===== src/rtl/ebi_pkg.sv =====
package ebi_pkg;
   localparam int NUM_SPACES = 3;
   localparam int SP_BOOT    = 0;
   localparam int SP_PROG    = 1;
   localparam int SP_DATA    = 2;
   localparam int SPACE_W    = 2;

   typedef enum logic [1:0] {
      BUS_IDLE   = 2'd0,
      BUS_ACCESS = 2'd1,
      BUS_GRANT  = 2'd2
   } bus_state_e;
endpackage


===== src/rtl/ebi_prio_arb.sv =====
// Fixed-priority selector: the highest-numbered requester wins.
module ebi_prio_arb #(
   parameter int N     = 3,
   parameter int IDX_W = (N > 1) ? $clog2(N) : 1
) (
   input  logic [N-1:0]     req,
   output logic             any_req,
   output logic [IDX_W-1:0] win_idx
);
   if (N < 2) begin : g_bad_n
      $error("ebi_prio_arb: N must be at least 2");
   end

   always_comb begin
      win_idx = '0;
      for (int i = 0; i < N; i++) begin
         if (req[i]) win_idx = IDX_W'(i);
      end
   end

   assign any_req = |req;
endmodule


===== src/rtl/ebi_ws_regs.sv =====
// One wait-state register per space, written through a narrow port.
module ebi_ws_regs #(
   parameter int                   NUM      = 3,
   parameter int                   WS_W     = 3,
   parameter int                   SEL_W    = 2,
   parameter logic [NUM*WS_W-1:0]  RST_VALS = '0
) (
   input  logic                  clk,
   input  logic                  rst_n,
   input  logic                  wr_en,
   input  logic [SEL_W-1:0]      wr_sel,
   input  logic [WS_W-1:0]       wr_val,
   output logic [NUM*WS_W-1:0]   ws_flat
);
   if (NUM > (1 << SEL_W)) begin : g_bad_sel
      $error("ebi_ws_regs: SEL_W too narrow for NUM");
   end

   for (genvar s = 0; s < NUM; s++) begin : g_space
      logic [WS_W-1:0] ws_q;
      always_ff @(posedge clk) begin
         if (!rst_n)
            ws_q <= RST_VALS[s*WS_W +: WS_W];
         else if (wr_en && (wr_sel == SEL_W'(s)))
            ws_q <= wr_val;
      end
      assign ws_flat[s*WS_W +: WS_W] = ws_q;
   end
endmodule


===== src/rtl/ebi_wait_ctr.sv =====
// Down-counter for the wait states of one access.
module ebi_wait_ctr #(
   parameter int WS_W = 3
) (
   input  logic            clk,
   input  logic            rst_n,
   input  logic            load,
   input  logic [WS_W-1:0] load_val,
   output logic            at_zero
);
   logic [WS_W-1:0] cnt_q;

   always_ff @(posedge clk) begin
      if (!rst_n)
         cnt_q <= '0;
      else if (load)
         cnt_q <= load_val;
      else if (cnt_q != '0)
         cnt_q <= cnt_q - 1'b1;
   end

   assign at_zero = (cnt_q == '0);
endmodule


===== src/rtl/ext_mem_bus_if.sv =====
module ext_mem_bus_if #(
   parameter int ADDR_W      = 14,
   parameter int DATA_W      = 24,
   parameter int WS_W        = 3,
   parameter int BOOT_WS_RST = 3,
   parameter int PROG_WS_RST = 7,
   parameter int DATA_WS_RST = 7
) (
   input  logic              clk,
   input  logic              rst_n,
   input  logic              boot_req,
   input  logic [ADDR_W-1:0] boot_addr,
   output logic              boot_rdy,
   input  logic              prog_req,
   input  logic              prog_we,
   input  logic [ADDR_W-1:0] prog_addr,
   input  logic [DATA_W-1:0] prog_wdata,
   output logic              prog_rdy,
   input  logic              data_req,
   input  logic              data_we,
   input  logic [ADDR_W-1:0] data_addr,
   input  logic [DATA_W-1:0] data_wdata,
   output logic              data_rdy,
   output logic [DATA_W-1:0] rd_data,
   input  logic              cfg_we,
   input  logic [1:0]        cfg_space,
   input  logic [WS_W-1:0]   cfg_ws,
   input  logic              grant_run_mode,
   output logic [ADDR_W-1:0] ext_addr,
   output logic [DATA_W-1:0] ext_dout,
   output logic              ext_dout_oe,
   input  logic [DATA_W-1:0] ext_din,
   output logic              ext_drive_oe,
   output logic              ext_boot_sel_n,
   output logic              ext_prog_sel_n,
   output logic              ext_data_sel_n,
   output logic              ext_rd_n,
   output logic              ext_wr_n,
   input  logic              ext_busreq_n,
   output logic              ext_busgnt_n,
   output logic              core_halt
);
   import ebi_pkg::*;

   localparam int NSP = NUM_SPACES;
   localparam logic [NSP*WS_W-1:0] WS_RESET =
      {WS_W'(DATA_WS_RST), WS_W'(PROG_WS_RST), WS_W'(BOOT_WS_RST)};

   if (ADDR_W < 1 || DATA_W < 1) begin : g_bad_width
      $error("ext_mem_bus_if: widths must be positive");
   end
   if (WS_W < 1 || WS_W > 8) begin : g_bad_ws_w
      $error("ext_mem_bus_if: WS_W must be 1..8");
   end
   if (BOOT_WS_RST >= (1 << WS_W) || PROG_WS_RST >= (1 << WS_W) ||
       DATA_WS_RST >= (1 << WS_W)) begin : g_bad_ws_rst
      $error("ext_mem_bus_if: reset wait count does not fit WS_W");
   end

   // Per-space request vectors, indexed by space number.
   logic [NSP-1:0]             req_vec;
   logic [NSP-1:0]             we_vec;
   logic [NSP-1:0][ADDR_W-1:0] addr_vec;
   logic [NSP-1:0][DATA_W-1:0] wdata_vec;
   logic [NSP-1:0]             rdy_vec;
   logic [NSP-1:0]             sel_act;

   assign req_vec   = {data_req, prog_req, boot_req};
   assign we_vec    = {data_we, prog_we, 1'b0};
   assign addr_vec  = {data_addr, prog_addr, boot_addr};
   assign wdata_vec = {data_wdata, prog_wdata, {DATA_W{1'b0}}};

   logic               any_req;
   logic [SPACE_W-1:0] win_sp;

   ebi_prio_arb #(.N(NSP), .IDX_W(SPACE_W)) u_arb (
      .req     (req_vec),
      .any_req (any_req),
      .win_idx (win_sp)
   );

   logic [NSP*WS_W-1:0] ws_flat;

   ebi_ws_regs #(
      .NUM      (NSP),
      .WS_W     (WS_W),
      .SEL_W    (2),
      .RST_VALS (WS_RESET)
   ) u_ws (
      .clk     (clk),
      .rst_n   (rst_n),
      .wr_en   (cfg_we),
      .wr_sel  (cfg_space),
      .wr_val  (cfg_ws),
      .ws_flat (ws_flat)
   );

   bus_state_e         st_q;
   logic [SPACE_W-1:0] cur_sp_q;
   logic [ADDR_W-1:0]  addr_q;
   logic [DATA_W-1:0]  wdata_q;
   logic               we_q;
   logic               start_acc;
   logic               ctr_zero;
   logic               acc_done;
   logic [WS_W-1:0]    start_ws;

   assign start_acc = (st_q == BUS_IDLE) && ext_busreq_n && any_req;
   assign start_ws  = ws_flat[win_sp*WS_W +: WS_W];

   ebi_wait_ctr #(.WS_W(WS_W)) u_wait (
      .clk      (clk),
      .rst_n    (rst_n),
      .load     (start_acc),
      .load_val (start_ws),
      .at_zero  (ctr_zero)
   );

   assign acc_done = (st_q == BUS_ACCESS) && ctr_zero;

   always_ff @(posedge clk) begin
      if (!rst_n) begin
         st_q     <= BUS_IDLE;
         cur_sp_q <= '0;
         addr_q   <= '0;
         wdata_q  <= '0;
         we_q     <= 1'b0;
      end else begin
         unique case (st_q)
            BUS_IDLE: begin
               if (!ext_busreq_n) begin
                  st_q <= BUS_GRANT;
               end else if (any_req) begin
                  st_q     <= BUS_ACCESS;
                  cur_sp_q <= win_sp;
                  addr_q   <= addr_vec[win_sp];
                  wdata_q  <= wdata_vec[win_sp];
                  we_q     <= we_vec[win_sp];
               end
            end
            BUS_ACCESS: begin
               if (ctr_zero) st_q <= BUS_IDLE;
            end
            BUS_GRANT: begin
               if (ext_busreq_n) st_q <= BUS_IDLE;
            end
            default: st_q <= BUS_IDLE;
         endcase
      end
   end

   for (genvar s = 0; s < NSP; s++) begin : g_port
      assign sel_act[s] = (st_q == BUS_ACCESS) && (cur_sp_q == SPACE_W'(s));
      assign rdy_vec[s] = !req_vec[s] || (sel_act[s] && acc_done);
   end

   assign boot_rdy = rdy_vec[SP_BOOT];
   assign prog_rdy = rdy_vec[SP_PROG];
   assign data_rdy = rdy_vec[SP_DATA];
   assign rd_data  = ext_din;

   assign ext_addr       = addr_q;
   assign ext_dout       = wdata_q;
   assign ext_dout_oe    = (st_q == BUS_ACCESS) && we_q;
   assign ext_drive_oe   = (st_q != BUS_GRANT);
   assign ext_boot_sel_n = !sel_act[SP_BOOT];
   assign ext_prog_sel_n = !sel_act[SP_PROG];
   assign ext_data_sel_n = !sel_act[SP_DATA];
   assign ext_rd_n       = !((st_q == BUS_ACCESS) && !we_q);
   assign ext_wr_n       = !((st_q == BUS_ACCESS) && we_q);
   assign ext_busgnt_n   = (st_q != BUS_GRANT);
   assign core_halt      = (st_q == BUS_GRANT) && !grant_run_mode;
endmodule


===== config.mk =====
export PLATFORM = sky130hd
export DESIGN_NAME = ext_mem_bus_if
export DESIGN_NICKNAME = d
export VERILOG_FILES = /design/src/rtl/ebi_pkg.sv /design/src/rtl/ebi_prio_arb.sv /design/src/rtl/ebi_ws_regs.sv /design/src/rtl/ebi_wait_ctr.sv /design/src/rtl/ext_mem_bus_if.sv
export SDC_FILE = /design/constraint.sdc
export NUM_CORES = 1
export LEC_CHECK = 0
export ABC_CLOCK_PERIOD_IN_PS = 1280
export BUFFER_PORTS_ARGS = -buffer_cell sky130_fd_sc_hd__buf_2
export CAP_MARGIN = 25
export CORE_MARGIN = 2
export CORE_UTILIZATION = 30
export DETAILED_ROUTE_END_ITERATION = 8
export GPL_ROUTABILITY_DRIVEN = 0
export SETUP_SLACK_MARGIN = 0.02
export SYNTH_ARGS = -nofsm -noshare
export SYNTH_HDL_FRONTEND = slang
export SYNTH_SLANG_ARGS = --single-unit

===== constraint.sdc =====
create_clock -name clk -period 1.28 [get_ports clk]
set_input_delay 0 -clock clk [delete_from_list [all_inputs] [get_ports clk]]
set_output_delay 0 -clock clk [all_outputs]
set_load 0.03 [all_outputs]

# Yosys cells after proc, flatten, opt, wreduce, memory -nomap -nowiden
# Cells that the tools add are included.
# word_totals
reg_bits	55
inputBits	129
elab_cells	75
# classes
n_addsub	1
multipliers	1
order_cmp	1
n_eq_ne	10
n_shift	1
mux	15
reduce_logical	37
# op_table
op	count
$bmux 24 s2	1
$bmux 14 s2	1
$mux 24	1
$logic_and 1x1->1	15
$mux 14	1
$logic_not 1->1	10
$mux 2	5
$shiftx 9x5->3	1
$eq 2x1->1 const B	3
$eq 2x2->1 const B	3
$logic_not 2->1	3
$mux 3	2
$ne 2x2->1 const B	3
$pmux 2 s3	1
$reduce_and 3->1	2
$mul 2x2->4 const B	1
$logic_not 3->1	1
$logic_or 1x1->1	3
$lt 2x3->1 const B	1
$ne 3x3->1 const B	1
$reduce_bool 3->1	1
$reduce_or 3->1	1
$sub 3x1->3 const B	1
$bmux 1 s2	1
2 further kinds	3

# Depth between registers and ports, before layout
# Gate-level depths: netlist of the first run.
# logic_depth
ltp_word	5
depth_mapped	6
mapped_depth_nobuf	6

# Cells and area by module
# From an unflattened synthesis of the first run, not the netlist that was laid out.
# hier_totals
hier_cells	320
area_unflattened_um2	3031.7
# by_module_without_submodules
mod	instances	cells_per_inst	area_each_um2
ext_mem_bus_if	1	260	2421.1
ebi_ws_regs	1	35	385.4
ebi_wait_ctr	1	22	205.2
ebi_prio_arb	1	3	20.0

# Worst setup path after synthesis of the first run
# No wires, ideal clock.
# synth_timing
kind	reg-to-output
start	reg st_q[1]
end	out boot_rdy
t_arrival_ps	1832
required_time_ps	1280
slack_ps	-552
path_stages_with_launch	4
n_path_buf	0
path_cell_list	dfxtp_1 > and2b_1 > or3b_1 > o21ai_0
# synth_via
elab_chain_len	4
# synth_lines
item	line	text
start, declared	ext_mem_bus_if.sv:98	bus_state_e st_q;
start signal, assigned	ext_mem_bus_if.sv:123	st_q <= BUS_IDLE;
start signal, assigned	ext_mem_bus_if.sv:132	st_q <= BUS_GRANT;
start signal, assigned	ext_mem_bus_if.sv:134	st_q <= BUS_ACCESS;
$eq 2x1->1 *	ext_mem_bus_if.sv:119, ext_mem_bus_if.sv:153	
$logic_and 1x1->1, on equally long branches	ext_mem_bus_if.sv:153, ext_mem_bus_if.sv:119	
$logic_and 1x1->1 *	ext_mem_bus_if.sv:154	assign rdy_vec[s] = !req_vec[s] || (sel_act[s] && acc_done);
$logic_or 1x1->1 *	ext_mem_bus_if.sv:154	
end, declared	ext_mem_bus_if.sv:13	output logic boot_rdy,
# Mark *: on every way between the ends. The rest lies on a longest branch, timed or not.

# Final worst setup path of the first run
# Ends and elaborated chain as after synthesis.

==> qor.yml, run 1 <==
synth-main-ff-cell: "dfxtp_1"
vias: 3066
ys_top_cells_by_count: "nand2_1, dfxtp_1, buf_4"
routedWlPerCell_um: 14.5
die_w_um: 103
finalSetupViolCount: 51
avgSynthCellArea_um2: 8.39
crit_type: "register to output pin"
grt_pass1_vias: 2865
nets: 639
yosysWarnings: 0
place_ws_ns: -0.0738
min_path_type: "primary input to output pin"
drc_errors: 0
grt_max_degree: 51
clk_path_buf_depth: 2
hpwl_um: 5980
root_buffer: "clkbuf_8"
rsz0062_at_grt: "yes"
die_h_um: 103
avgViaCountPerCell: 4.78
coreArea_um2: 9590
busiest_layer: "met2"
ios: 203
syn_area_um2: 2920
status: "finished, violations left"
drt-total-wl_um: 9280
drive_gt1_share_pct: 46.2
synth_cell_types: 32
clkSinkCount: 55
post-route-util_pct: 48.3
met2_usage_pct: 28.9
yosys.cell_count.top_type: "nand2_1"
finalInstanceArea_um2: 4640
layout_worst_path_cycle_share_pct: 118
powerDensity_nw_per_um2: 1140
drtPass1Iterations: 4
synth_edf_count: 0
tns_ns: -7.75
maxCapViolCount: 0
synth_area_leaders: "dfxtp_1, mux2i_1, o211a_1"
slew_violations: 0
cts_tree: "built"
ant_nets: 0
cp_max_fo: 3
violations: "negative setup slack"
initial_core_util_pct: 30.4
drtIter0Drc: 86
antenna_found_initial: 0
relSlewSlack_pct: 63.6
use_met1_pct: 20.3
grt_pass1_wl_um: 13600
arrival_ns: 1.51
synth_top_area_cell: "dfxtp_1"
met3_usage_pct: 3.59
layout_setup_ws_ns: -0.225
critPathLaunchType: "register"
path_clk_slew_ns: 0.09
die_area_um2: 10500
place_area_um2: 3750
overflow: 0
ys_ff_latch: 55
fmax_mhz: 664
cp.required_ns: 1.28
fin_skew_ns: 0.0103
syn-instance-count: 348
area_delta_synth_final_pct: 58.7
synthArstFlopShare_pct: 0
finalCriticalPeriod_ns: 1.51
hold_violations: 0
clock_latency_ns: 0.30
vdd_drop_max_mv: 0.485
synth_top_area_share_pct: 37.7
track_usage_pct: 16.4
h-tree-depth: 2
worst_pin_slew_ns: 0.545
p_leak_nw: 2.35
ys_seq_area_share_pct: 37.7
port_buffers: 154
cts-buffers-inserted: 5
diodes: 0
syn-num-nets: 479
rows: 36
endpoint_kind: "output pin"
[sequential cells by signal, indices dropped and copies added, names as in the netlist]
register / count
u_ws.g_space.ws_q: 9
ext_dout: 24
st_q: 2
ext_addr: 14
we_q: 1
cur_sp_q: 2
u_wait.cnt_q: 3
[critical path, stage by stage (launching register included)]
cell and delay, ns:
dfxtp_2 0.33, and2b_1 0.20, or3b_4 0.40, o21ai_4 0.13, buf_6 0.14
[timing repair]
action	CTS	global route
cloned	8	1
hold buffers	18	0
setup endpoints to repair	49	54
endpoints found under the hold margin	23	0
buffers inserted	8	2
resized for setup	58	15
pin swaps	22	7
[per-layer routing]
layer	part of all wire, %	vias up
met4	1.1	0
met5	0	-
li1	-	1522
met1	42	1453
met2	52	79
met3	5.3	12
[cell families (layout without fill, tap and decap cells)]
logic type,Yosys count,count (layout),share of synthesized area (%)
AOI/OAI and AO/OA,92,92,22.5
xor gates and xnor gates,1,1,0.300
adders and majority gates,2,2,0.857
buffers and inverters,58,218,11.6
DFF,55,55,37.7
muxes,27,27,9.30
and+or+nand+nor,113,114,17.7
[power by group]
part | switching (mW) | internal (mW)
Combinational | 1.02 | 0.933
Clock | 0.563 | 0.783
Sequential | 0.0957 | 1.88
Total | 1.68 | 3.60
[layout make-up]
class | count | area, µm²
Sequential cell | 55 | 1100
Inverter | 3 | 11.3
Tap cell | 133 | 166
Clock buffer | 6 | 72.6
Fill cell | 943 | 4960
Multi-Input combinational cell | 236 | 1710
Timing Repair Buffer | 207 | 1510
Clock inverter | 2 | 60.1
[layout by cell type (no fill, tap or decap), drive strengths merged, types with 4 or more instances in the layout]
master,instances
nor3b,5
nand3b,4
o211a,23
nand3,15
a21oi,18
buf,186
dfxtp,55
mux2i,26
nand2,61
dlygate4sd3,18
o211ai,23
nor2,21
o21ai,20
clkbuf,7
[stage by stage]
stage                     hold slack (ns)  instances  total power [mW]
after floorplan                    0.0684        348              3.12
after detailed placement         0.000205        598              3.48
after global routing            0.0000804        642              5.56
after CTS                        0.000205        640              5.30
final                           0.0000110        642              5.28
after global placement           0.000205        598              3.46
[final timing paths]
kind	start	cells past startpoint	endpoint	slack, ns
hold reg to reg	ext_addr[5]	2	ext_addr[5]	0.46
setup / recovery	st_q[1]	4	boot_rdy	-0.23
hold / removal	ext_din[13]	0	rd_data[13]	0.00001
setup reg to reg	st_q[1]	7	ext_dout[23]	-0.22
Note: power is estimated with default switching activity, not from simulation.
==> run 2, diff against run 1 <==
- PLACE_DENSITY: not set -> 0.63
==> run 2 against run 1 <==
- the run still ends with negative setup slack left
- clock skew fell by 0.0054 ns
- via count rose by 0.52%
- register-to-register slack barely moved
- clock power fell by 10%
- global-route usage rose by 0.064 points
- non-clock buffer count rose by 5
- final area rose by 0.40%
- final cell count rose by 0.62%
- utilization rose by 0.20 points
==> qor.yml, run 2 (synthesis results as in run 1) <==
p_sw_mw: 1.71  # +1.4%
nets: 643  # +0.63%
layout_setup_ws_ns: -0.249  # -0.0242 ns
finalSetupViolCount: 51  # unchanged
clockPowerShare_pct: 23.4  # -2.1 points
ios: 203  # unchanged
grt_pass1_vias: 3029  # +5.7%
status: "finished, violations left"
drtPass1Iterations: 4  # unchanged
layout_worst_path_cycle_share_pct: 119  # +1.9 points
cpMaxStageDelayCell: "or3b_4"
min_path_type: "primary input to output pin"
grt_pass1_wl_um: 14000  # +2.7%
initial_core_util_pct: 30.4  # unchanged
total_power_mw: 5.17  # -2.1%
cp.required_ns: 1.28  # about the same
rows: 36  # unchanged
area_delta_synth_final_pct: 59.4
drt-total-wl_um: 9160  # -1.4%
p_seq_share_pct: 38.4  # +0.9 points
layout_common_cells: "buf_2, nand2_1, dfxtp_1"
critPathLaunchType: "register"
violations: "negative setup slack"
die_h_um: 103  # unchanged
drtIter0Drc: 86  # unchanged
maxCapViolCount: 0  # unchanged
avgViaCountPerCell: 4.77  # -0.10%
fin_skew_ns: 0.00494  # -0.00539 ns
overflow: 0  # unchanged
mostFrequentLayoutCell: "buf_2"
root_buffer: "clkbuf_8"
fmax_mhz: 654  # -1.6%
slew_violations: 0  # unchanged
drive_gt1_share_pct: 47.4  # +1.2 points
endpoint_kind: "output pin"
antenna_found_initial: 0  # unchanged
vdd_drop_max_mv: 0.495  # +2.0%
diodes: 0  # unchanged
port_buffers: 154  # unchanged
comb_power_share_pct: 38.2  # +1.2 points
critPathTopFamily: "simple AND/OR/NAND/NOR gates"
nFillCells: 932  # -1.2%
clk_path_buf_depth: 2  # unchanged
hold_violations: 0  # unchanged
fin_cells: 646  # +0.62%
h-tree-depth: 2  # unchanged
track_usage_pct: 16.5  # +0.064 points
vias: 3082  # +0.52%
powerDensity_nw_per_um2: 1110  # -2.4%
dp.cells: 597  # -0.17%
rsz0062_at_grt: "yes"
grt_max_degree: 51  # unchanged
die_area_um2: 10500  # unchanged
routedWlPerCell_um: 14.2  # -2.0%
largest_reg_flops: 24  # unchanged
tns_ns: -8.10  # -0.355 ns
drc_errors: 0  # unchanged
clkSinkCount: 55  # unchanged
hpwl_um: 6070  # +1.4%
clock_latency_ns: 0.30  # about the same
cp_max_fo: 4  # +1
arrival_ns: 1.53  # +0.02 ns
cts_tree: "built"
finalCriticalPeriod_ns: 1.53  # +0.0242 ns
post-route-util_pct: 48.5  # +0.20 points
cts-buffers-inserted: 5  # unchanged
crit_chain: "and2b_1, or3b_4, o21ai_4, buf_6"
place_ws_ns: -0.0664  # +0.00741 ns
p_leak_nw: 2.36  # +0.42%
ant_nets: 0  # unchanged
critical_path.max_stage_delay_ns: 0.41  # about the same
crit_type: "register to output pin"
p_int_mw: 3.47  # -3.7%
die_w_um: 103  # unchanged
relSlewSlack_pct: 64.7  # +1.1 points
worst_pin_slew_ns: 0.529  # -0.0161 ns
coreArea_um2: 9590  # unchanged
path_buf_inv: 1  # unchanged
p_sw_share_pct: 33.0  # +1.1 points
path_clk_slew_ns: 0.10  # about the same
run 2: per-layer routing:
metal	global-route usage, %	vias up	share of wire [%]
met5	0	-	0
met4	5.33	0	2.0
met3	3.19	16	5.5
met2	29.5	102	51
met1	19.8	1429	41
li1	-	1535	-
run 2: area by class of cell:
class                      instances  area [µm²]  area share [%]
clock buffer                       6        82.6            1.77
inverter                           3        11.3           0.242
timing repair buffer             212        1560            33.5
sequential                        55        1100            23.7
tap                              133         166            3.58
clock inverter                     2        35.0           0.753
multi-input combinational        235        1700            36.5
run 2: power by group through the flow:
stage / sequential, mW / combinational [mW] / clock, mW
3_5_place_dp: 2.01 / 1.49 / 0
3_3_place_gp: 2.00 / 1.47 / 0
6_report: 1.99 / 1.98 / 1.21
2_1_floorplan: 2.22 / 0.904 / 0
4_1_cts: 1.98 / 1.93 / 1.25
5_1_grt: 2.01 / 2.15 / 1.32
run 2: timing repair:
item                                    in CTS  in global routing
endpoints found under the hold margin       23                  0
gates cloned                                 6                  0
pin swaps                                   15                  4
endpoints found under the setup margin      51                 54
setup buffers                               14                  3
gates resized for setup                     55                 22
hold buffers                                20                  0
run 2: path summary, 6_finish.rpt:
| path | startpoint | end | slack, ns | cells after the start |
|---|---|---|---|---|
| max | st_q[0] | boot_rdy | -0.25 | 4 |
| min reg2reg | ext_addr[7] | ext_addr[7] | 0.46 | 2 |
| min | ext_din[17] | rd_data[17] | 0.00001 | 0 |
| max reg2reg | st_q[1] | we_q | -0.21 | 7 |
run 2: stage by stage:
stage / hold WS (ns) / cell area, µm²
floorplan: 0.0684 / 2980
global placement: 0.000205 / 3760
detailed placement: 0.000205 / 3760
CTS: 0.000205 / 4560
global route: 0.0000825 / 4650
finish: 0.0000110 / 4650
run 2: worst reg2reg max path, stage by stage, from the launching register on:
cell	delay, ns
dfxtp_2	0.33
buf_4	0.14
nor3b_4	0.22
buf_6	0.14
o31ai_4	0.13
buf_6	0.16
a221oi_4	0.20
nor3b_2	0.08
==> run 3, diff against run 2 <==
- RECOVER_POWER: not set -> 50
==> run 3 against run 2 <==
- the run still ends with negative setup slack left
- count of clock-buffer cells in the layout did not move
- worst setup slack better by 0.00051 ns
- clock power barely moved
- wire length shrank 0.11%
- die area unchanged
- sequential cell count unchanged
- register-to-register slack hardly changed
- sequential share of layout area up 0.070 points
- combinational power about the same
- final area decreased by 0.30%
- via count increased by 0.23%
- worst hold slack unchanged
- critical endpoint unchanged
==> qor.yml, run 3 (synthesis results as in run 1) <==
cp_max_fo: 4  # unchanged
crit_type: "register to output pin"
drt-total-wl_um: 9150  # -0.11%
tns_ns: -8.04  # +0.0578 ns
maxCapViolCount: 0  # unchanged
grt_pass1_vias: 3029  # unchanged
cts_tree: "built"
grt_pass1_wl_um: 14000  # unchanged
fin_cells: 646  # unchanged
ios: 203  # unchanged
clkSinkCount: 55  # unchanged
die_w_um: 103  # unchanged
critical_path.max_stage_delay_ns: 0.41  # about the same
overflow: 0  # unchanged
coreArea_um2: 9590  # unchanged
crit_chain: "and2b_1, or3b_4, o21ai_4, buf_6"
drtPass1Iterations: 4  # unchanged
grt_max_degree: 51  # unchanged
hold_violations: 0  # unchanged
worst_pin_slew_ns: 0.519  # -0.0103 ns
endpoint_kind: "output pin"
clk_path_buf_depth: 2  # unchanged
nFillCells: 941  # +0.97%
drive_gt1_share_pct: 45.2  # -2.1 points
powerDensity_nw_per_um2: 1110  # +0.11%
layout_common_cells: "buf_2, nand2_1, dfxtp_1"
finalCriticalPeriod_ns: 1.53  # -0.000510 ns
layout_setup_ws_ns: -0.249  # +0.000510 ns
cpMaxStageDelayCell: "or3b_4"
fmax_mhz: 654  # about the same
area_delta_synth_final_pct: 58.9
rows: 36  # unchanged
avgViaCountPerCell: 4.78  # +0.23%
p_leak_nw: 2.32  # -1.7%
antenna_found_initial: 0  # unchanged
nets: 643  # unchanged
cts-buffers-inserted: 5  # unchanged
hpwl_um: 6070  # unchanged
die_area_um2: 10500  # unchanged
vias: 3089  # +0.23%
arrival_ns: 1.53  # about the same
diodes: 0  # unchanged
drtIter0Drc: 102  # +19%
initial_core_util_pct: 30.4  # unchanged
critPathTopFamily: "simple AND/OR/NAND/NOR gates"
mostFrequentLayoutCell: "buf_2"
port_buffers: 154  # unchanged
ant_nets: 0  # unchanged
root_buffer: "clkbuf_8"
h-tree-depth: 2  # unchanged
cp.required_ns: 1.28  # about the same
min_path_type: "primary input to output pin"
finalSetupViolCount: 51  # unchanged
relSlewSlack_pct: 65.4  # +0.69 points
path_clk_slew_ns: 0.10  # about the same
finalInstanceArea_um2: 4640  # -0.30%
largest_reg_flops: 24  # unchanged
slew_violations: 0  # unchanged
violations: "negative setup slack"
layout_worst_path_cycle_share_pct: 119  # about the same
total_power_mw: 5.16  # -0.19%
fin_skew_ns: 0.00479  # -0.000149 ns
place_area_um2: 3760  # unchanged
status: "finished, violations left"
post-route-util_pct: 48.4  # -0.14 points
die_h_um: 103  # unchanged
routedWlPerCell_um: 14.2  # -0.11%
rsz0062_at_grt: "yes"
vdd_drop_max_mv: 0.495  # about the same
track_usage_pct: 16.5  # unchanged
critPathLaunchType: "register"
clock_latency_ns: 0.30  # about the same
dp.cells: 597  # unchanged
drc_errors: 0  # unchanged
path_buf_inv: 1  # unchanged
==> run 3: per-layer routing <==
layer  global-route usage, %  share of wire (%)  vias up
met3                    3.19                5.4       20
met2                    29.5                 50      102
met5                       0                  0        -
met4                    5.33                2.3        0
li1                        -                  -     1534
met1                    19.8                 42     1433
==> run 3: area by class of cell <==
class / instances / area, µm² / area share [%]
clock buffer: 6 / 82.6 / 1.78
clock inverter: 2 / 35.0 / 0.755
inverter: 3 / 11.3 / 0.243
multi-input combinational: 235 / 1700 / 36.6
sequential: 55 / 1100 / 23.8
tap: 133 / 166 / 3.59
timing repair buffer: 212 / 1540 / 33.3
==> run 3: per-stage QoR <==
stage          setup WS (ns)  hold WS [ns]
6_report              -0.249     0.0000110
5_1_grt               -0.304     0.0000825
4_1_cts               -0.242      0.000205
3_5_place_dp         -0.0664      0.000205
3_3_place_gp        -0.00868      0.000205
2_1_floorplan        -0.0119        0.0684
==> run 3: report_power, final <==
part | total (mW) | switching (mW) | internal [mW] | leakage [nW]
Clock | 1.21 | 0.574 | 0.635 | 0.0612
Sequential | 1.99 | 0.102 | 1.89 | 0.453
Combinational | 1.97 | 1.03 | 0.939 | 1.81
Total | 5.16 | 1.71 | 3.46 | 2.32
==> run 3: path summary, 6_finish.rpt <==
check | startpoint | to | slack [ns] | cells past startpoint
max | st_q[0] | boot_rdy | -0.25 | 4
min reg2reg | ext_addr[7] | ext_addr[7] | 0.46 | 2
max reg2reg | st_q[1] | we_q | -0.21 | 7
min | ext_din[17] | rd_data[17] | 0.00001 | 0
==> run 3: timing repair <==
action	4_1_cts	5_1_grt
setup buffers	14	3
gates cloned	6	0
pin swaps	15	4
endpoints found under the hold margin	23	0
hold buffers	20	0
endpoints found under the setup margin	51	54
resized for setup	55	22
